$ cat src/rtl/match_timer_pkg.sv
package match_timer_pkg;

    localparam int NUM_CH  = 4;
    localparam int ADDR_W  = 8;
    localparam int WDOG_CH = 3;

    localparam logic [ADDR_W-1:0] OFF_MATCH0 = 8'h00;
    localparam logic [ADDR_W-1:0] OFF_MATCH1 = 8'h04;
    localparam logic [ADDR_W-1:0] OFF_MATCH2 = 8'h08;
    localparam logic [ADDR_W-1:0] OFF_MATCH3 = 8'h0C;
    localparam logic [ADDR_W-1:0] OFF_COUNT  = 8'h10;
    localparam logic [ADDR_W-1:0] OFF_STATUS = 8'h14;
    localparam logic [ADDR_W-1:0] OFF_WDARM  = 8'h18;
    localparam logic [ADDR_W-1:0] OFF_INTEN  = 8'h1C;

    typedef enum logic [3:0] {
        RS_MATCH0, RS_MATCH1, RS_MATCH2, RS_MATCH3,
        RS_COUNT, RS_STATUS, RS_WDARM, RS_INTEN, RS_NONE
    } reg_sel_e;

    typedef struct packed {
        logic wr;
        logic rd;
        reg_sel_e sel;
    } bus_acc_t;

    function automatic reg_sel_e decode_addr(input logic [ADDR_W-1:0] a);
        case (a)
            OFF_MATCH0: return RS_MATCH0;
            OFF_MATCH1: return RS_MATCH1;
            OFF_MATCH2: return RS_MATCH2;
            OFF_MATCH3: return RS_MATCH3;
            OFF_COUNT:  return RS_COUNT;
            OFF_STATUS: return RS_STATUS;
            OFF_WDARM:  return RS_WDARM;
            OFF_INTEN:  return RS_INTEN;
            default:    return RS_NONE;
        endcase
    endfunction

    function automatic reg_sel_e chan_sel(input int idx);
        case (idx)
            0:       return RS_MATCH0;
            1:       return RS_MATCH1;
            2:       return RS_MATCH2;
            default: return RS_MATCH3;
        endcase
    endfunction

endpackage

$ cat src/rtl/mt_counter.sv
module mt_counter #(
    parameter int W = 32
) (
    input  logic         clk,
    input  logic         rst,
    input  logic         adv,
    input  logic         ld,
    input  logic [W-1:0] ld_val,
    output logic [W-1:0] cnt_q,
    output logic [W-1:0] cnt_inc
);
    assign cnt_inc = cnt_q + W'(1);

    always_ff @(posedge clk) begin
        if (rst)      cnt_q <= '0;
        else if (ld)  cnt_q <= ld_val;
        else if (adv) cnt_q <= cnt_inc;
    end
endmodule

$ cat src/rtl/mt_match_chan.sv
module mt_match_chan #(
    parameter int W = 32
) (
    input  logic         clk,
    input  logic         rst,
    input  logic         ld,
    input  logic [W-1:0] ld_val,
    input  logic         adv,
    input  logic [W-1:0] cnt_inc,
    output logic [W-1:0] match_q,
    output logic         hit
);
    // Hit when the advancing counter is about to take the match value.
    assign hit = adv && (cnt_inc == match_q);

    always_ff @(posedge clk) begin
        if (rst)     match_q <= '0;
        else if (ld) match_q <= ld_val;
    end
endmodule

$ cat src/rtl/match_timer.sv
module match_timer
    import match_timer_pkg::*;
#(
    parameter int CNT_W = 32
) (
    input  logic                clk,
    input  logic                rst,
    input  logic                tick_en,
    input  logic                bus_sel,
    input  logic                bus_wr,
    input  logic [ADDR_W-1:0]   bus_addr,
    input  logic [CNT_W-1:0]    bus_wdata,
    output logic [CNT_W-1:0]    bus_rdata,
    output logic                bus_err,
    output logic [NUM_CH-1:0]   irq,
    output logic                wdog_rst_req
);
    localparam int PAD_CH = CNT_W - NUM_CH;

    bus_acc_t              acc;
    logic                  cnt_ld, adv;
    logic [CNT_W-1:0]      cnt_q, cnt_inc;
    logic [CNT_W-1:0]      match_q [NUM_CH];
    logic [NUM_CH-1:0]     hit;
    logic [NUM_CH-1:0]     status_q, status_set, status_clr;
    logic [NUM_CH-1:0]     ien_q;
    logic                  wde_q;
    logic                  wd_fire;
    logic [CNT_W-1:0]      rd_mux;
    logic [CNT_W-1:0]      rdata_q;
    logic                  err_q, rst_req_q;

    always_comb begin
        acc.sel = decode_addr(bus_addr);
        acc.wr  = bus_sel && bus_wr;
        acc.rd  = bus_sel && !bus_wr;
    end

    assign cnt_ld = acc.wr && (acc.sel == RS_COUNT);
    assign adv    = tick_en && !cnt_ld;

    mt_counter #(.W(CNT_W)) counter_i (
        .clk    (clk),
        .rst    (rst),
        .adv    (adv),
        .ld     (cnt_ld),
        .ld_val (bus_wdata),
        .cnt_q  (cnt_q),
        .cnt_inc(cnt_inc)
    );

    for (genvar g = 0; g < NUM_CH; g++) begin : g_chan
        logic ch_ld;
        assign ch_ld = acc.wr && (acc.sel == chan_sel(g));
        mt_match_chan #(.W(CNT_W)) chan_i (
            .clk    (clk),
            .rst    (rst),
            .ld     (ch_ld),
            .ld_val (bus_wdata),
            .adv    (adv),
            .cnt_inc(cnt_inc),
            .match_q(match_q[g]),
            .hit    (hit[g])
        );
    end

    assign status_set = hit & ien_q;
    assign status_clr = (acc.wr && acc.sel == RS_STATUS) ? bus_wdata[NUM_CH-1:0] : '0;
    assign wd_fire    = hit[WDOG_CH] && wde_q;

    always_ff @(posedge clk) begin
        if (rst) begin
            status_q  <= '0;
            ien_q     <= '0;
            wde_q     <= 1'b0;
            rst_req_q <= 1'b0;
        end else begin
            // A fresh match wins over a clear of the same bit.
            status_q  <= (status_q & ~status_clr) | status_set;
            rst_req_q <= wd_fire;
            if (acc.wr && acc.sel == RS_INTEN)
                ien_q <= bus_wdata[NUM_CH-1:0];
            if (wd_fire)
                wde_q <= 1'b0;
            else if (acc.wr && acc.sel == RS_WDARM)
                wde_q <= bus_wdata[0];
        end
    end

    always_comb begin
        case (acc.sel)
            RS_MATCH0: rd_mux = match_q[0];
            RS_MATCH1: rd_mux = match_q[1];
            RS_MATCH2: rd_mux = match_q[2];
            RS_MATCH3: rd_mux = match_q[3];
            RS_COUNT:  rd_mux = cnt_q;
            RS_STATUS: rd_mux = {{PAD_CH{1'b0}}, status_q};
            RS_WDARM:  rd_mux = {{(CNT_W-1){1'b0}}, wde_q};
            RS_INTEN:  rd_mux = {{PAD_CH{1'b0}}, ien_q};
            default:   rd_mux = '0;
        endcase
    end

    always_ff @(posedge clk) begin
        if (rst) begin
            rdata_q <= '0;
            err_q   <= 1'b0;
        end else begin
            if (acc.rd) rdata_q <= rd_mux;
            err_q <= bus_sel && (acc.sel == RS_NONE);
        end
    end

    assign bus_rdata    = rdata_q;
    assign bus_err      = err_q;
    assign irq          = status_q;
    assign wdog_rst_req = rst_req_q;
endmodule

$ cat config.mk
export PLATFORM = sky130hd
export DESIGN_NAME = match_timer
export DESIGN_NICKNAME = d
export VERILOG_FILES = /design/src/rtl/match_timer_pkg.sv /design/src/rtl/mt_counter.sv /design/src/rtl/mt_match_chan.sv /design/src/rtl/match_timer.sv
export SDC_FILE = /design/constraint.sdc
export NUM_CORES = 1
export LEC_CHECK = 0
export BUFFER_PORTS_ARGS = -buffer_cell sky130_fd_sc_hd__buf_4
export CAP_MARGIN = 40
export CORE_MARGIN = 4
export CORE_UTILIZATION = 34
export DETAILED_ROUTE_END_ITERATION = 8
export GPL_ROUTABILITY_DRIVEN = 0
export SLEW_MARGIN = 20
export SYNTH_ARGS = -nofsm -noshare
export SYNTH_HDL_FRONTEND = slang
export SYNTH_SLANG_ARGS = --single-unit
$ cat constraint.sdc
create_clock -name clk -period 5.5 [get_ports clk]
set_input_delay 1.1 -clock clk [delete_from_list [all_inputs] [get_ports clk]]
set_output_delay 1.1 -clock clk [all_outputs]
set_load 0.005 [all_outputs]
== Word level (Yosys, flattened, before mapping) ==
Memories as Yosys holds them, arrays and structs flattened.
Index checks and enable logic that the tools add are counted.

* Memories: 1
* Register bits after elaboration: 203
* Logic and storage cells: 57
* Bits in read-only memories: 128

{| class="wikitable"
|+ Memory list
! name !! depth !! width !! read ports !! clocked after Yosys merged registers in !! write ports !! RTL line !! RTL
|-
| (no name shown) || 32 || 4 || 1 || 0 || 0 || match_timer_pkg.sv:28 || <nowiki>case (a)</nowiki>
|}

* Add/sub/neg operators: 1
* Equality and inequality tests: 12
* Multiplexer cells: 5
* Reductions and logical operators: 23
* Bitwise operators: 4

{| class="wikitable"
|+ Operators by type and width
! operator !! number
|-
| $pmux 32 s8 || 1
|-
| $eq 32x32->1 || 4
|-
| $mux 32 || 2
|-
| $add 32x1->32 const B || 1
|-
| $logic_and 1x1->1 || 17
|-
| $eq 4x3->1 const B || 4
|-
| $and 4x4->4 || 2
|-
| $eq 4x2->1 const B || 2
|-
| $mux 4 || 2
|-
| $eq 4x1->1 const B || 1
|-
| $eq 4x4->1 const B || 1
|-
| $logic_not 4->1 || 1
|-
| $not 4->4 || 1
|-
| $or 4x4->4 || 1
|-
| $logic_not 3->1 || 1
|-
| $logic_not 1->1 || 2
|-
| $reduce_bool 2->1 || 1
|-
| $reduce_or 2->1 || 1
|}

== Longest topological paths before layout ==
Gate-level depths: netlist of run 1.

* Word-level depth: 9
* Mapped depth: 11
* Gate-level depth less buffers: 9

== Cells and area by module ==
From an unflattened synthesis of run 1, not the netlist that was laid out.

* Cell total of the unflattened synthesis: 1193
* Area total of the unflattened synthesis: 11229.5 um^2

{| class="wikitable"
|+ By module, submodules not included
! module !! cells an instance !! area an instance (um^2) !! times used
|-
| mt_match_chan || 147 || 1475.2 || 4
|-
| match_timer || 260 || 2701.3 || 1
|-
| mt_counter || 345 || 2627.5 || 1
|}

== Worst setup path before layout of run 1 ==
No wires, ideal clock.

* Kind: input to register
* Start: input bus_addr[2]
* End: register status_q[0], in the netlist irq[0]
* Slack: 2248 ps
* Library setup time: 69 ps
* Arrival: 3183 ps
* Cell stages on the path: 10
* Cells stage by stage: clkbuf_1 -> nor2b_1 -> clkbuf_1 -> nand4_1 -> nand2_1 -> nor2_1 -> o2111ai_1 -> or3_1 -> or4_1 -> o21ai_1

* Cells in the longest elaborated chain, start to end: 9
* Elaborated cells on any way between the ends: 14

{| class="wikitable"
|+ RTL lines
! what !! RTL line !! RTL
|-
| start, declared || match_timer.sv:11 || <nowiki>input logic [ADDR_W-1:0] bus_addr,</nowiki>
|-
| $mem_v2 32x4 (*) || - ||
|-
| $mux 4 (*) || match_timer_pkg.sv:28 ||
|-
| $eq 4x3->1 || match_timer.sv:39 || <nowiki>assign cnt_ld = acc.wr && (acc.sel == RS_COUNT);</nowiki>
|-
| $logic_and 1x1->1 || match_timer.sv:39 ||
|-
| $logic_not 1->1 || match_timer.sv:40 || <nowiki>assign adv = tick_en && !cnt_ld;</nowiki>
|-
| $logic_and 1x1->1 || match_timer.sv:40 ||
|-
| $logic_and 1x1->1 || mt_match_chan.sv:14 || <nowiki>assign hit = adv && (cnt_inc == match_q);</nowiki>
|-
| $and 4x4->4 || match_timer.sv:67 || <nowiki>assign status_set = hit & ien_q;</nowiki>
|-
| $or 4x4->4 (*) || match_timer.sv:79 || <nowiki>status_q <= (status_q & ~status_clr) | status_set;</nowiki>
|-
| end signal, assigned || match_timer.sv:79 ||
|-
| end, declared || match_timer.sv:25 || <nowiki>logic [NUM_CH-1:0] status_q, status_set, status_clr;</nowiki>
|}

Every way passes the cells marked *; elsewhere a longest branch is shown, timed or not.
A chain may end at the register's enable or synchronous reset.

== Worst setup path after layout of run 1 ==
* Start: register counter_i.cnt_q[0]
* End: register status_q[0], in the netlist irq[0]

* Cells in the longest elaborated chain, start to end: 5

{| class="wikitable"
|+ RTL lines
! what !! RTL line !! RTL
|-
| start, declared || mt_counter.sv:9 || <nowiki>output logic [W-1:0] cnt_q,</nowiki>
|-
| start signal, assigned || mt_counter.sv:16 || <nowiki>else if (ld) cnt_q <= ld_val;</nowiki>
|-
| start signal, assigned || mt_counter.sv:17 || <nowiki>else if (adv) cnt_q <= cnt_inc;</nowiki>
|-
| $add 32x1->32 || mt_counter.sv:12 || <nowiki>assign cnt_inc = cnt_q + W'(1);</nowiki>
|-
| $eq 32x32->1 || mt_match_chan.sv:14 ||
|-
| $logic_and 1x1->1 || mt_match_chan.sv:14 ||
|-
| $and 4x4->4 || match_timer.sv:67 ||
|-
| $or 4x4->4 || match_timer.sv:79 ||
|}

Every way passes these cells.

==> impl_results.md, run 1 <==
* Number of endpoints failing setup at the final stage at 0
* Total clock sinks at 203
* Maximum VDD drop at 0.0001870 V
* Count of boundary I/O pins at 83
* Drt via density at 5.881
* Fraction of power consumed by the clock network at 0.489
* Worst min-delay path category: reg2reg
* Crit path required time at 5.96 ns
* Max Slew Vio Count at 0
* Synth-to-layout area growth at 14.26%
* Starting utilization of the core area at 0.3467
* EDFF count, synth at 0
* Reg2reg path depth at 9
* Half-perimeter wire length of the detailed placement result at 31.43 mm
* Number of max-cap violations at 0
* Clock tree from TritonCTS: built
* Register bit total from synthesis at 203
* GR Overflow Total at 0
* Setup slack, reg-to-reg at 1.29 ns
* Count of TritonRoute iterations in the first routing pass at 9
* CP Max Fanout at 11
* Power share of the sequential group at 0.456
* RSZ-0062 raised after global routing: no
* Sw Ratio at 0.2349
* Number of distinct library cell variants in the gate-level netlist after synthesis at 68
* Fraction of final layout cells with drive strength greater than 1 at 0.1105
* Via total after detailed routing at 11.63k
* Aggregate routed wire length at 44.94 mm
* Type of destination of the critical path: flop
* Hold Vio Cnt, Final at 0
* Synth Warn # at 0
* Timing endpoint of the critical path: irq[0]$_SDFF_PP0_
* Critical path launch point: counter_i.cnt_q[0]$_SDFFE_PP0P_
* Outcome: complete, no violations
* Remaining DRCs at 0
* Part of the cycle the worst path needs at 0.7659
* Transition time of the tightest slew-check pin at 0.8937 ns
* Core Rows at 67
* Count of cell instances traversed by the critical path at 9
* Register area share after synthesis at 0.3478
* Clock transition at the registers of the reported paths at 0.06 ns
* Antenna violation net count after detailed routing at 0
* Power density of the placed cells at 246.8 nW/um^2
* Clock Path Buffers at 3
* Combinational cell fraction of total power at 0.055
* Cell type group with the largest total delay on the critical path: simple AND/OR/NAND/NOR gates
* Floorplan die area at 37390 um^2
* Origin of the critical flop-to-flop path: counter_i.cnt_q[0]$_SDFFE_PP0P_
* Max frequency at 237.4 MHz
* H-tree level count at 1
* Final total negative setup slack at 0 ns
* Type of element launching the critical path: flop
* Overall fraction of global-route tracks in use at 0.2279
* Total internal power at 2.521 mW
* Worst path buffer plus inverter count at 0
* Number of buffers added by the clock tree synthesis step at 24
* Netlist area before placement at 11680 um^2
* Clock tree skew after final layout at 0.01050 ns
* Synthesized netlist net count at 1558
* Setup bufs post-CTS at 0
* CP peak stage delay at 0.75 ns
* Final critical delay including setup and external delays at 4.213 ns
* Most common cell after layout, fill and taps aside: sky130_fd_sc_hd__nand2_1
* Hold slack final at 0.4832 ns
* Leakage component of the power at 4.259 nW
* Syn avg cell area at 7.727 um^2
* Placed Cells at 1934
* Sequence of cells on the critical path: ha_1, and3_1, nand4_1, nor3_1, xnor2_1, o2111ai_1, or3_1, or4_1, o21ai_1
* Category of the most critical setup path: reg2reg
* Signal arrival time at the worst endpoint at 4.68 ns
* Post-CTS sizing at 0
* Slowest cell on the critical path: sky130_fd_sc_hd__nor3_1
* Post-route non-filler standard cell count at 1977
* Vias in the first global route at 11.06k
* Total of fill cells in the finished design at 3519
* Antenna Diode Count at 0
* CTS hold repair buffers at 0
* Worst reg2reg path endpoint: irq[0]$_SDFF_PP0_
* Mean routed wirelength per cell at 22.73 um
* Wire length of the first global-routing pass at 68.82 mm
* Iteration-0 DRC Markers at 1700
* Synth Instances at 1512
* Largest net degree at the start of global routing at 80
* Nets@finish at 1560
* Remaining max-slew budget at the tightest pin at 0.3997
* Die W at 193.4 um
* CTS root buffer: sky130_fd_sc_hd__clkbuf_16
* IO buf count at 82
* Area inside the core boundary at 33700 um^2
* Source-to-sink clock delay at the later pin of the worst-skew pair at 0.53 ns
* Ys async rst share at 0
* Switching power of the nets at 0.7740 mW
* Height of the die at 193.4 um
* Most frequent cells in the layout: 323 x sky130_fd_sc_hd__nand2_1, 203 x sky130_fd_sc_hd__dfxtp_1, 150 x sky130_fd_sc_hd__a21oi_1, 112 x sky130_fd_sc_hd__nor2_1, 106 x sky130_fd_sc_hd__buf_4
* Main flop type after synthesis: sky130_fd_sc_hd__dfxtp_1
* Antenna violations before repair at 0
-- through the flow --
step	total power, mW	cell area, um^2	setup WS, ns	utilization
floorplan	1.620	11680	2.248	-
global placement	1.714	12540	1.441	0.3721
detailed placement	1.715	12550	1.412	0.3723
CTS	3.313	13340	1.385	0.3958
global route	3.391	13350	1.053	0.3962
finish	3.295	13350	1.287	0.3962
-- cell usage after synthesis, types with 9 or more instances --
cell type / n / share of area
sky130_fd_sc_hd__nand4_1: 32 / 0.017
sky130_fd_sc_hd__nor2b_1: 9 / 0.0048
sky130_fd_sc_hd__a222oi_1: 17 / 0.015
sky130_fd_sc_hd__nor3_1: 22 / 0.0094
sky130_fd_sc_hd__buf_1: 9 / 0.0029
sky130_fd_sc_hd__dfxtp_1: 203 / 0.35
sky130_fd_sc_hd__nand2b_1: 9 / 0.0048
sky130_fd_sc_hd__nand3_1: 37 / 0.016
sky130_fd_sc_hd__nor3b_1: 9 / 0.0058
sky130_fd_sc_hd__mux2i_1: 17 / 0.015
sky130_fd_sc_hd__nor2_1: 113 / 0.036
sky130_fd_sc_hd__xnor2_1: 103 / 0.077
sky130_fd_sc_hd__buf_2: 18 / 0.0077
sky130_fd_sc_hd__o21ai_0: 20 / 0.0086
sky130_fd_sc_hd__xor2_1: 62 / 0.046
sky130_fd_sc_hd__a21oi_1: 150 / 0.064
sky130_fd_sc_hd__nand2_1: 323 / 0.10
sky130_fd_sc_hd__a22oi_1: 30 / 0.019
sky130_fd_sc_hd__a311oi_1: 21 / 0.016
sky130_fd_sc_hd__clkbuf_1: 101 / 0.032
sky130_fd_sc_hd__a211oi_1: 40 / 0.026
sky130_fd_sc_hd__o211ai_1: 9 / 0.0058
sky130_fd_sc_hd__nor4_1: 21 / 0.011
sky130_fd_sc_hd__nand3b_1: 14 / 0.0090
-- cell families after synthesis --
logic type	synth area share
muxes	0.02131
and+or+nand+nor	0.2521
xor gates and xnor gates	0.1373
AOI/OAI and AO/OA	0.1937
adders and majority gates	0.001071
DFF	0.3478
buffers and inverters	0.04669
-- worst min-delay path, stage by stage (launching register included) --
cell and delay [ns]:
sky130_fd_sc_hd__dfxtp_1 0.33, sky130_fd_sc_hd__nand2_1 0.06, sky130_fd_sc_hd__a21oi_1 0.05
-- power groups by stage --
stage	sequential [mW]	clock, mW	combinational, mW
floorplan	1.53	0	0.0911
global placement	1.54	0	0.178
detailed placement	1.54	0	0.179
CTS	1.50	1.63	0.180
global route	1.50	1.69	0.195
finish	1.50	1.61	0.182
-- flip-flops by register name (all words and copies together) (netlist names) --
| register | count |
|---|---|
| bus_rdata | 32 |
| ien_q | 4 |
| counter_i.cnt_q | 32 |
| bus_err | 1 |
| wdog_rst_req | 1 |
| wde_q | 1 |
| irq | 4 |
| g_chan.chan_i.match_q | 128 |
-- metal layers --
metal  GRT usage  up-vias  routed length [um]
met5           0        -                   0
met4     0.07370        0                1747
met3     0.03827      114                3917
met2      0.3575      633               20040
met1      0.3203     5534               19240
li1            -     5345                   -
-- layout make-up --
type	count	area, um^2	area share
clock buffers	36	737.0	0.05520
well taps	448	560.5	0.04199
multi-input cells	1173	7107	0.5323
clock inverters	5	55.05	0.004124
flip-flops and latches	203	4064	0.3044
repair buffers	108	812.0	0.06082
inverters	4	15.01	0.001125
-- how the worst min path moves through the flow --
| stage | endpoint | slack (ns) | startpoint | cells past startpoint |
|---|---|---|---|---|
| 3_5_place_dp | g_chan[3].chan_i.match_q[7]$_SDFFE_PP0P_ | 0.47 | g_chan[3].chan_i.match_q[7]$_SDFFE_PP0P_ | 2 |
| 4_1_cts | g_chan[3].chan_i.match_q[7]$_SDFFE_PP0P_ | 0.48 | g_chan[3].chan_i.match_q[7]$_SDFFE_PP0P_ | 2 |
| 6_report | g_chan[3].chan_i.match_q[18]$_SDFFE_PP0P_ | 0.48 | g_chan[3].chan_i.match_q[18]$_SDFFE_PP0P_ | 2 |
| 2_1_floorplan | g_chan[3].chan_i.match_q[17]$_SDFFE_PP0P_ | 0.44 | g_chan[3].chan_i.match_q[17]$_SDFFE_PP0P_ | 2 |
| 3_3_place_gp | g_chan[3].chan_i.match_q[5]$_SDFFE_PP0P_ | 0.46 | g_chan[3].chan_i.match_q[5]$_SDFFE_PP0P_ | 2 |
| 5_1_grt | g_chan[3].chan_i.match_q[12]$_SDFFE_PP0P_ | 0.50 | g_chan[3].chan_i.match_q[12]$_SDFFE_PP0P_ | 2 |
Note: power is estimated with default switching activity, not from simulation.
==> run 2: changes to the inputs <==
- clock period: 5.5 -> 4.3 ns (I/O delays scaled with it)
==> impl_results.md, run 2 (same netlist as run 1, synthesis figures left out) <==
* Outcome: complete, no violations
* Drt via density at 5.901
* Number of buffers added by the clock tree synthesis step at 24
* Reg2reg path depth at 8
* Clock transition at the registers of the reported paths at 0.06 ns
* Leakage component of the power at 4.375 nW
* GR Overflow Total at 0
* Iteration-0 DRC Markers at 1583
* CTS hold repair buffers at 0
* Die W at 193.4 um
* Antenna violation net count after detailed routing at 0
* Overall fraction of global-route tracks in use at 0.2275
* Part of the cycle the worst path needs at 0.8618
* Remaining DRCs at 0
* Max frequency at 269.9 MHz
* Worst min-delay path category: reg2reg
* Footprint of the flip-flops and latches at 4064 um^2
* Total of fill cells in the finished design at 3498
* Total clock sinks at 203
* Starting utilization of the core area at 0.3467
* Clock tree from TritonCTS: built
* Final critical delay including setup and external delays at 3.706 ns
* Final total negative setup slack at 0 ns
* Signal arrival time at the worst endpoint at 4.08 ns
* Hold slack final at 0.4763 ns
* Multi-input logic area at 7107 um^2
* Crit path required time at 4.67 ns
* Critical path launch point: counter_i.cnt_q[15]$_SDFFE_PP0P_
* Largest net degree at the start of global routing at 83
* Maximum VDD drop at 0.0002880 V
* Nets@finish at 1577
* Power density of the placed cells at 317.1 nW/um^2
* Wire length of the first global-routing pass at 68.58 mm
* Max Slew Vio Count at 0
* Origin of the critical flop-to-flop path: counter_i.cnt_q[15]$_SDFFE_PP0P_
* Height of the die at 193.4 um
* Count of boundary I/O pins at 83
* Worst reg2reg path endpoint: wde_q$_SDFFE_PP0P_
* Post-CTS sizing at 0
* CTS root buffer: sky130_fd_sc_hd__clkbuf_16
* Number of max-cap violations at 0
* RSZ-0062 raised after global routing: no
* IO buf count at 82
* Vias in the first global route at 11.17k
* Fraction of final layout cells with drive strength greater than 1 at 0.1210
* Category of the most critical setup path: reg2reg
* Mean routed wirelength per cell at 22.49 um
* Aggregate routed wire length at 44.84 mm
* Clock tree skew after final layout at 0.01737 ns
* Setup slack, reg-to-reg at 0.59 ns
* Source-to-sink clock delay at the later pin of the worst-skew pair at 0.53 ns
* Floorplan die area at 37390 um^2
* Setup bufs post-CTS at 0
* CP Max Fanout at 11
* Transition time of the tightest slew-check pin at 0.8733 ns
* Via total after detailed routing at 11.77k
* Timing endpoint of the critical path: wde_q$_SDFFE_PP0P_
* Core Rows at 67
* Half-perimeter wire length of the detailed placement result at 31.80 mm
* Type of destination of the critical path: flop
* Synth-to-layout area growth at 15.81%
* Area inside the core boundary at 33700 um^2
* Hold Vio Cnt, Final at 0
* Number of endpoints failing setup at the final stage at 0
* Most common cell after layout, fill and taps aside: sky130_fd_sc_hd__nand2_1
* Remaining max-slew budget at the tightest pin at 0.4133
* Most frequent cells in the layout: 323 x sky130_fd_sc_hd__nand2_1, 203 x sky130_fd_sc_hd__dfxtp_1, 150 x sky130_fd_sc_hd__a21oi_1, 122 x sky130_fd_sc_hd__buf_4, 112 x sky130_fd_sc_hd__nor2_1
* Largest register FFs at 128
* Count of TritonRoute iterations in the first routing pass at 8
* Antenna Diode Count at 0
* Biggest register: g_chan.chan_i.match_q
* Clock Path Buffers at 3
* Final core utilization at 0.4015
* Type of element launching the critical path: flop
* H-tree level count at 1
* Antenna violations before repair at 0
[run 2: changes by cell type in the layout (fill, tap and decap cells not counted)]
cell	change
sky130_fd_sc_hd__clkbuf_1	-1
sky130_fd_sc_hd__clkbuf_8	+1
sky130_fd_sc_hd__buf_16	+1
sky130_fd_sc_hd__buf_4	+16
sky130_fd_sc_hd__clkinvlp_4	-1
sky130_fd_sc_hd__bufinv_16	+1
[run 2: metal layers]
metal / vias up / share of wire / track usage / routed length [um]
met5: - / 0 / 0 / 0
met4: 0 / 0.035 / 0.07133 / 1591
met3: 118 / 0.094 / 0.04523 / 4235
met2: 658 / 0.44 / 0.3526 / 19760
met1: 5619 / 0.43 / 0.3200 / 19250
li1: 5372 / - / - / -
[run 2: critical path, cell delays in order, from the launching register on]
cell and delay (ns):
sky130_fd_sc_hd__dfxtp_1 0.56, sky130_fd_sc_hd__nand4_1 0.44, sky130_fd_sc_hd__nor3_1 0.82, sky130_fd_sc_hd__nand3_1 0.34, sky130_fd_sc_hd__nor2_1 0.40, sky130_fd_sc_hd__o21ai_0 0.19, sky130_fd_sc_hd__nor4_1 0.45, sky130_fd_sc_hd__nand4_1 0.18
sky130_fd_sc_hd__nor4b_1 0.17
[run 2: how the worst min path moves through the flow]
| stage | from | endpoint | slack [ns] | depth (start not counted) |
|---|---|---|---|---|
| floorplan | g_chan[3].chan_i.match_q[17]$_SDFFE_PP0P_ | g_chan[3].chan_i.match_q[17]$_SDFFE_PP0P_ | 0.44 | 2 |
| global placement | g_chan[3].chan_i.match_q[7]$_SDFFE_PP0P_ | g_chan[3].chan_i.match_q[7]$_SDFFE_PP0P_ | 0.46 | 2 |
| detailed placement | g_chan[3].chan_i.match_q[7]$_SDFFE_PP0P_ | g_chan[3].chan_i.match_q[7]$_SDFFE_PP0P_ | 0.46 | 2 |
| CTS | g_chan[3].chan_i.match_q[7]$_SDFFE_PP0P_ | g_chan[3].chan_i.match_q[7]$_SDFFE_PP0P_ | 0.48 | 2 |
| global route | g_chan[3].chan_i.match_q[18]$_SDFFE_PP0P_ | g_chan[3].chan_i.match_q[18]$_SDFFE_PP0P_ | 0.50 | 2 |
| finish | g_chan[3].chan_i.match_q[7]$_SDFFE_PP0P_ | g_chan[3].chan_i.match_q[7]$_SDFFE_PP0P_ | 0.48 | 2 |
[run 2: stage by stage]
step / area (um^2) / setup slack, ns / instances / power (mW)
after global placement: 12670 / 0.7692 / 1951 / 2.193
after detailed placement: 12670 / 0.8302 / 1951 / 2.193
after floorplan: 11680 / 1.288 / 1512 / 2.072
final: 13530 / 0.5943 / 1994 / 4.290
after global routing: 13530 / 0.5417 / 1994 / 4.423
after CTS: 13500 / 0.8255 / 1992 / 4.324
[run 2: area by class of cell]
class	count	area share
multi-input cells	1173	0.5252
flip-flops and latches	203	0.3004
repair buffers	125	0.07093
clock buffers	36	0.05521
well taps	448	0.04143
clock inverters	5	0.005733
inverters	4	0.001110
[run 2: where the power goes]
| group | switching, mW | internal (mW) |
|---|---|---|
| combinational | 0.147 | 0.0938 |
| clock | 0.825 | 1.31 |
| sequential | 0.0144 | 1.90 |
| total | 0.986 | 3.30 |
